===== src/rtl/lf_manchester_rx.sv =====
module lf_manchester_rx #(
  parameter int HALF_T    = 8,
  parameter int TWO_T     = 12,
  parameter int THREE_T   = 20,
  parameter int FOUR_T    = 28,
  parameter int EOF_T     = 40,
  parameter int WAIT_MAX  = 2000,
  parameter int SOF_RST   = 1,
  parameter int ERR_LIMIT = 100,
  parameter int BUF_BYTES = 4,
  parameter int CW        = 16,
  localparam int NBITS = BUF_BYTES * 8,
  localparam int AW    = (BUF_BYTES > 1) ? $clog2(BUF_BYTES) : 1,
  localparam int LW    = $clog2(NBITS + 1)
) (
  input  logic          clk,
  input  logic          rst_n,
  input  logic          demod_i,
  input  logic          start_i,
  input  logic [AW-1:0] rd_addr_i,
  output logic [7:0]    rd_data_o,
  output logic [LW-1:0] bit_len_o,
  output logic [CW-1:0] latency_o,
  output logic          busy_o,
  output logic          done_o,
  output logic          timeout_o,
  output logic          err_o,
  output logic          ovf_o
);
  localparam int SW = $clog2(SOF_RST + 2);
  localparam int EW = $clog2(ERR_LIMIT + 2);
  localparam logic [CW-1:0] HALF_C  = CW'(HALF_T);
  localparam logic [CW-1:0] TWO_C   = CW'(TWO_T);
  localparam logic [CW-1:0] THREE_C = CW'(THREE_T);
  localparam logic [CW-1:0] FOUR_C  = CW'(FOUR_T);
  localparam logic [CW-1:0] EOF_C   = CW'(EOF_T);
  localparam logic [CW-1:0] WAIT_C  = CW'(WAIT_MAX);
  localparam logic [SW-1:0] SOF_C   = SW'(SOF_RST);
  localparam logic [EW-1:0] ERR_C   = EW'(ERR_LIMIT);

  logic [2:0]       sync_q;
  logic             fall;
  logic [CW-1:0]    gap_q, wait_q;
  logic [SW-1:0]    sof_q;
  logic [EW-1:0]    errc_q;
  logic             last_q, skip_q;
  logic [NBITS-1:0] bits_q, bits_nxt, rd_win;
  logic [LW-1:0]    len_q;
  logic [1:0]       n_app, n_keep;
  logic             b0, b1;
  logic             is_eof, is4, is3, is2;

  assign fall   = sync_q[2] & ~sync_q[1];
  assign is_eof = gap_q >= EOF_C;
  assign is4    = gap_q >= FOUR_C;
  assign is3    = gap_q >= THREE_C;
  assign is2    = gap_q >= TWO_C;

  always_ff @(posedge clk or negedge rst_n)
    if (!rst_n) sync_q <= 3'b111;
    else        sync_q <= {sync_q[1:0], demod_i};

  always_ff @(posedge clk or negedge rst_n)
    if (!rst_n)                     gap_q <= '0;
    else if (start_i)               gap_q <= '0;
    else if (fall)                  gap_q <= CW'(1);
    else if (gap_q != {CW{1'b1}})   gap_q <= gap_q + 1'b1;

  always_ff @(posedge clk or negedge rst_n)
    if (!rst_n)                              wait_q <= '0;
    else if (start_i)                        wait_q <= '0;
    else if (busy_o && wait_q != {CW{1'b1}}) wait_q <= wait_q + 1'b1;

  always_comb begin
    n_app = 2'd0;
    b0    = 1'b0;
    b1    = 1'b1;
    if (is_eof) n_app = 2'd0;
    else if (is4) n_app = 2'd2;
    else if (is3) n_app = skip_q ? 2'd1 : 2'd2;
    else if (is2 && sof_q == '0) begin
      n_app = 2'd1;
      b0    = last_q;
    end
  end

  always_comb begin
    int room;
    room   = NBITS - int'(len_q);
    n_keep = (int'(n_app) > room) ? 2'(room) : n_app;
  end

  always_comb begin
    bits_nxt = bits_q;
    for (int i = 0; i < NBITS; i++) begin
      if (n_keep != 2'd0 && int'(len_q) == i)     bits_nxt[i] = b0;
      if (n_keep == 2'd2 && int'(len_q) + 1 == i) bits_nxt[i] = b1;
    end
  end

  always_ff @(posedge clk or negedge rst_n)
    if (!rst_n) begin
      busy_o <= 1'b0; done_o <= 1'b0; timeout_o <= 1'b0; err_o <= 1'b0; ovf_o <= 1'b0;
      len_q <= '0; bits_q <= '0; last_q <= 1'b1; skip_q <= 1'b1;
      sof_q <= '0; errc_q <= '0; latency_o <= '0;
    end else if (start_i) begin
      busy_o <= 1'b1; done_o <= 1'b0; timeout_o <= 1'b0; err_o <= 1'b0; ovf_o <= 1'b0;
      len_q <= '0; bits_q <= '0; last_q <= 1'b1; skip_q <= 1'b1;
      sof_q <= SOF_C; errc_q <= '0; latency_o <= '0;
    end else if (busy_o) begin
      if (fall) begin
        bits_q <= bits_nxt;
        len_q  <= len_q + LW'(n_keep);
        if (n_keep != n_app) ovf_o <= 1'b1;
        if (is_eof) latency_o <= gap_q - HALF_C;
        else if (is4) ;
        else if (is3) begin
          last_q <= ~last_q;
          skip_q <= ~skip_q;
        end else if (is2) begin
          if (sof_q != '0) sof_q <= sof_q - 1'b1;
        end else if (errc_q == ERR_C) begin
          busy_o <= 1'b0;
          err_o  <= 1'b1;
        end else errc_q <= errc_q + 1'b1;
      end else if (gap_q > EOF_C && len_q != '0) begin
        busy_o <= 1'b0;
        done_o <= 1'b1;
      end else if (wait_q >= WAIT_C) begin
        busy_o    <= 1'b0;
        timeout_o <= 1'b1;
      end
    end

  assign rd_win    = bits_q >> {rd_addr_i, 3'b000};
  assign bit_len_o = len_q;

  for (genvar j = 0; j < 8; j++) begin : g_rd
    assign rd_data_o[7-j] = rd_win[j];
  end
endmodule


===== config.mk =====
export PLATFORM = sky130hd
export DESIGN_NAME = lf_manchester_rx
export DESIGN_NICKNAME = d
export VERILOG_FILES = /design/src/rtl/lf_manchester_rx.sv
export SDC_FILE = /design/constraint.sdc
export NUM_CORES = 1
export LEC_CHECK = 0
export BUFFER_PORTS_ARGS = -buffer_cell sky130_fd_sc_hd__buf_2
export CAP_MARGIN = 30
export CORE_MARGIN = 4
export CORE_UTILIZATION = 36
export DETAILED_ROUTE_END_ITERATION = 7
export GPL_ROUTABILITY_DRIVEN = 0
export PLACE_DENSITY = 0.49
export REMOVE_ABC_BUFFERS = 1
export SYNTH_ARGS = -nofsm -noshare
export SYNTH_HDL_FRONTEND = slang
export SYNTH_SLANG_ARGS = --single-unit

===== constraint.sdc =====
create_clock -name clk -period 4.8 [get_ports clk]
set_input_delay 0.96 -clock clk [delete_from_list [all_inputs] [get_ports clk]]
set_output_delay 0.96 -clock clk [all_outputs]
set_load 0.02 [all_outputs]

==> results.sh <==
export IMPL_status="finished, final reports clean"
export IMPL_synth_seq_cells=105
export IMPL_die_h_microns=145
export IMPL_holdWs_ns=0.360
export IMPL_placed_area_sq_mm=0.00710
export IMPL_multiInputGateArea_sq_mm=0.00377
export IMPL_slew_viol_final=0
export IMPL_grt_use_total_pct=18.4
export IMPL_grt_pass1_vias=5697
export IMPL_path_class="flip-flop to flip-flop"
export IMPL_r2r_end="bit_len_o[5]$_DFFE_PN0P_"
export IMPL_slew_headroom_pct=33.7
export IMPL_min_path_type="flip-flop to flip-flop"
export IMPL_ant_nets=0
export IMPL_overflow=0
export IMPL_dieArea_sq_mm=0.0210
export IMPL_worstPathMaxFanout=8
export IMPL_io_pins=41
export IMPL_synth_area_per_cell_sq_um=9.25
export IMPL_p_seq_share_pct=49.1
export IMPL_viasPerCell=5.81
export IMPL_seqCellArea_sq_mm=0.00263
export IMPL_port_buffers=40
export IMPL_reg2reg_from="gap_q[11]$_DFFE_PN0P_"
export IMPL_placed_cells=960
export IMPL_p_sw_uw=494
export IMPL_ys_seq_area_share_pct=38.9
export IMPL_rows=49
export IMPL_wl_mm=19.1
export IMPL_post_cts_buffers=0
export IMPL_cp_required_ns=5.03
export IMPL_layout_min_cycle_time_ns=4.06
export IMPL_r2r_setup_slack_ns=0.74
export IMPL_clock_latency_ns=0.37
export IMPL_cts_tree="done"
export IMPL_synth_cells=731
export IMPL_clockBufferDepth=2
export IMPL_worst_slack_ns=0.744
export IMPL_drt_iter0_markers=443
export IMPL_synth_edf_count=0
export IMPL_arrival_ns=4.28
export IMPL_vias=5675
export IMPL_tightest_slew_ns=0.991
export IMPL_syn_cell_area_sq_mm=0.00676
export IMPL_layout_nets=769
export IMPL_initial_core_util_pct=37.1
export IMPL_powerDensity_mw_per_mm2=252
export IMPL_dpl_worst_slack_ns=0.773
export IMPL_final_core_util_pct=40.8
export IMPL_die_width_microns=145
export IMPL_layout_common_cells="100 x dfrtp_1, 85 x nor2_1, 62 x nand2_1"
export IMPL_root_buffer="clkbuf_16"
export IMPL_clk_pin_slew_ns=0.08
export IMPL_yosysUniqueCellTypes=78
export IMPL_power_mw=1.87
export IMPL_p_leak_nw=3.24
export IMPL_holdBufCountCts=0
export IMPL_grt_antenna_before_repair=0
export IMPL_max_freq_mhz=247
export IMPL_drc=0
export IMPL_final_common_cell="dfrtp_1"
export IMPL_startpoint_type="flip-flop"
export IMPL_hold_path_depth=0
export IMPL_post_dp_hpwl_mm=13.3
export IMPL_min_to="sync_q[1]$_DFF_PN1_"
export IMPL_core_sq_mm=0.0182
export IMPL_intPower_mw=1.38
export IMPL_maxCapViolCount=0
export IMPL_num_antenna_cells=0
export IMPL_finalSetupViolations=0
export IMPL_grt_max_degree=67
export IMPL_async_reset_ff_share_pct=100
export IMPL_p_clk_share_pct=42.9
export IMPL_hp_start="sync_q[0]$_DFF_PN1_"
export IMPL_fin_cells=977
export IMPL_drive_above_1_share_pct=14.8
export IMPL_switching_share_pct=26.3
export IMPL_cts_sinks=105
export IMPL_cts_made_buffers=9
export IMPL_grt_first_pass_wirelength_mm=31.7
export IMPL_synthFlopType="dfrtp_1"
export IMPL_combPwrFrac_pct=8.0
export IMPL_dr_pass1_iters=5
export IMPL_n_fill_cell=1838
export IMPL_final_cell_area_sq_mm=0.00744
export IMPL_r2r_cells=16
export IMPL_hold_viol_final=0
export IMPL_cts_resized_gates=0
export IMPL_finalCritPeriodShare_pct=84.5
export IMPL_syn_to_final_growth_pct=9.93
export IMPL_wl_per_cell_microns=19.6
export IMPL_synth_warnings=0
export IMPL_rsz0062_at_grt="no"
export IMPL_ir_drop_uv=164
export IMPL_fin_skew_ns=0.0128
export IMPL_setup_tns_ns=0
export IMPL_htreeDepth=3
export IMPL_end_kind="flip-flop"
state kept, by name (all words and copies together), names as in the netlist, 2 cells and up:
| name | flops |
|---|---|
| wait_q | 16 |
| gap_q | 16 |
| latency_o | 16 |
| bit_len_o | 6 |
| errc_q | 7 |
| sof_q | 2 |
| sync_q | 3 |
| bits_q | 32 |
cell families after synthesis:
family | count (synthesis) | share of synthesized area (%)
AO/OA/AOI/OAI | 160 | 17.6
flip-flops | 105 | 38.9
adder cells (fa/ha/maj) | 20 | 3.81
buffers and inverters | 79 | 5.31
multiplexers | 26 | 5.38
AND/OR/NAND/NOR | 289 | 22.3
XOR/XNOR | 52 | 6.73
critical path, cell delays in order, from the launching register on:
cell and delay [ns]:
dfrtp_1 0.50, nor4_4 0.39, nand2_2 0.21, a2111oi_4 0.43
inv_2 0.15, ha_1 0.20, nand2b_1 0.14, a221oi_1 0.41
a21bo_1 0.24, nor2_1 0.06, a21o_1 0.18, ha_1 0.27
a21oi_1 0.06, nor3b_1 0.32, nand3_1 0.14, xnor2_1 0.17
nor2_1 0.05
synthesized netlist by cell type (all sizes together) (4+ instances only):
master / n / area share [%]
a211oi: 11 / 1.4
a21o: 5 / 0.55
a21oi: 19 / 1.5
a31oi: 9 / 0.83
and2: 7 / 0.65
and3: 9 / 0.83
and4: 7 / 0.91
buf: 26 / 2.4
clkbuf: 28 / 1.6
dfrtp: 100 / 37
dfstp: 5 / 1.9
ha: 19 / 3.5
inv: 25 / 1.4
mux2i: 18 / 2.7
mux4: 8 / 2.7
nand2: 63 / 3.5
nand2b: 6 / 0.59
nand3: 24 / 1.8
nand4: 26 / 2.4
nor2: 85 / 4.7
nor2b: 10 / 0.92
nor3: 14 / 1.1
nor4: 7 / 1.1
o2111ai: 9 / 1.2
o211ai: 12 / 1.3
o21ai: 26 / 2.0
o22ai: 4 / 0.37
o311a: 4 / 0.59
o311ai: 11 / 1.4
o31ai: 21 / 2.4
o32ai: 7 / 0.91
or2: 5 / 0.46
or3: 9 / 0.83
xnor2: 30 / 3.9
xor2: 22 / 2.8
how the worst max path moves through the flow:
stage	from	endpoint	slack [ns]
3_3_place_gp	gap_q[11]$_DFFE_PN0P_	bit_len_o[5]$_DFFE_PN0P_	0.95
2_1_floorplan	gap_q[11]$_DFFE_PN0P_	bits_q[13]$_DFFE_PN0P_	0.38
5_1_grt	gap_q[11]$_DFFE_PN0P_	bit_len_o[5]$_DFFE_PN0P_	0.36
6_report	gap_q[11]$_DFFE_PN0P_	bit_len_o[5]$_DFFE_PN0P_	0.74
3_5_place_dp	gap_q[11]$_DFFE_PN0P_	bits_q[2]$_DFFE_PN0P_	0.77
4_1_cts	gap_q[11]$_DFFE_PN0P_	bit_len_o[5]$_DFFE_PN0P_	0.75
power groups by stage:
| stage | Clock, mW | Sequential [mW] | Combinational, mW |
|---|---|---|---|
| 6_report | 0.804 | 0.920 | 0.149 |
| 3_5_place_dp | 0 | 0.938 | 0.151 |
| 2_1_floorplan | 0 | 0.948 | 0.0623 |
| 3_3_place_gp | 0 | 0.937 | 0.148 |
| 5_1_grt | 0.872 | 0.923 | 0.169 |
| 4_1_cts | 0.830 | 0.920 | 0.151 |
layout make-up:
cell class,count,share of cell area [%]
Clock buffer,10,3.21
Clock inverter,6,1.09
Inverter,25,1.26
Multi-Input combinational cell,547,50.8
Sequential cell,105,35.4
Tap cell,229,3.85
Timing Repair Buffer,55,4.39
metal layers:
metal	part of all wire (%)	track usage (%)
met5	0	0
met4	1.7	4.80
met2	46	29.4
met3	4.9	4.40
met1	47	25.2
Note: power is estimated with default switching activity, not from simulation.
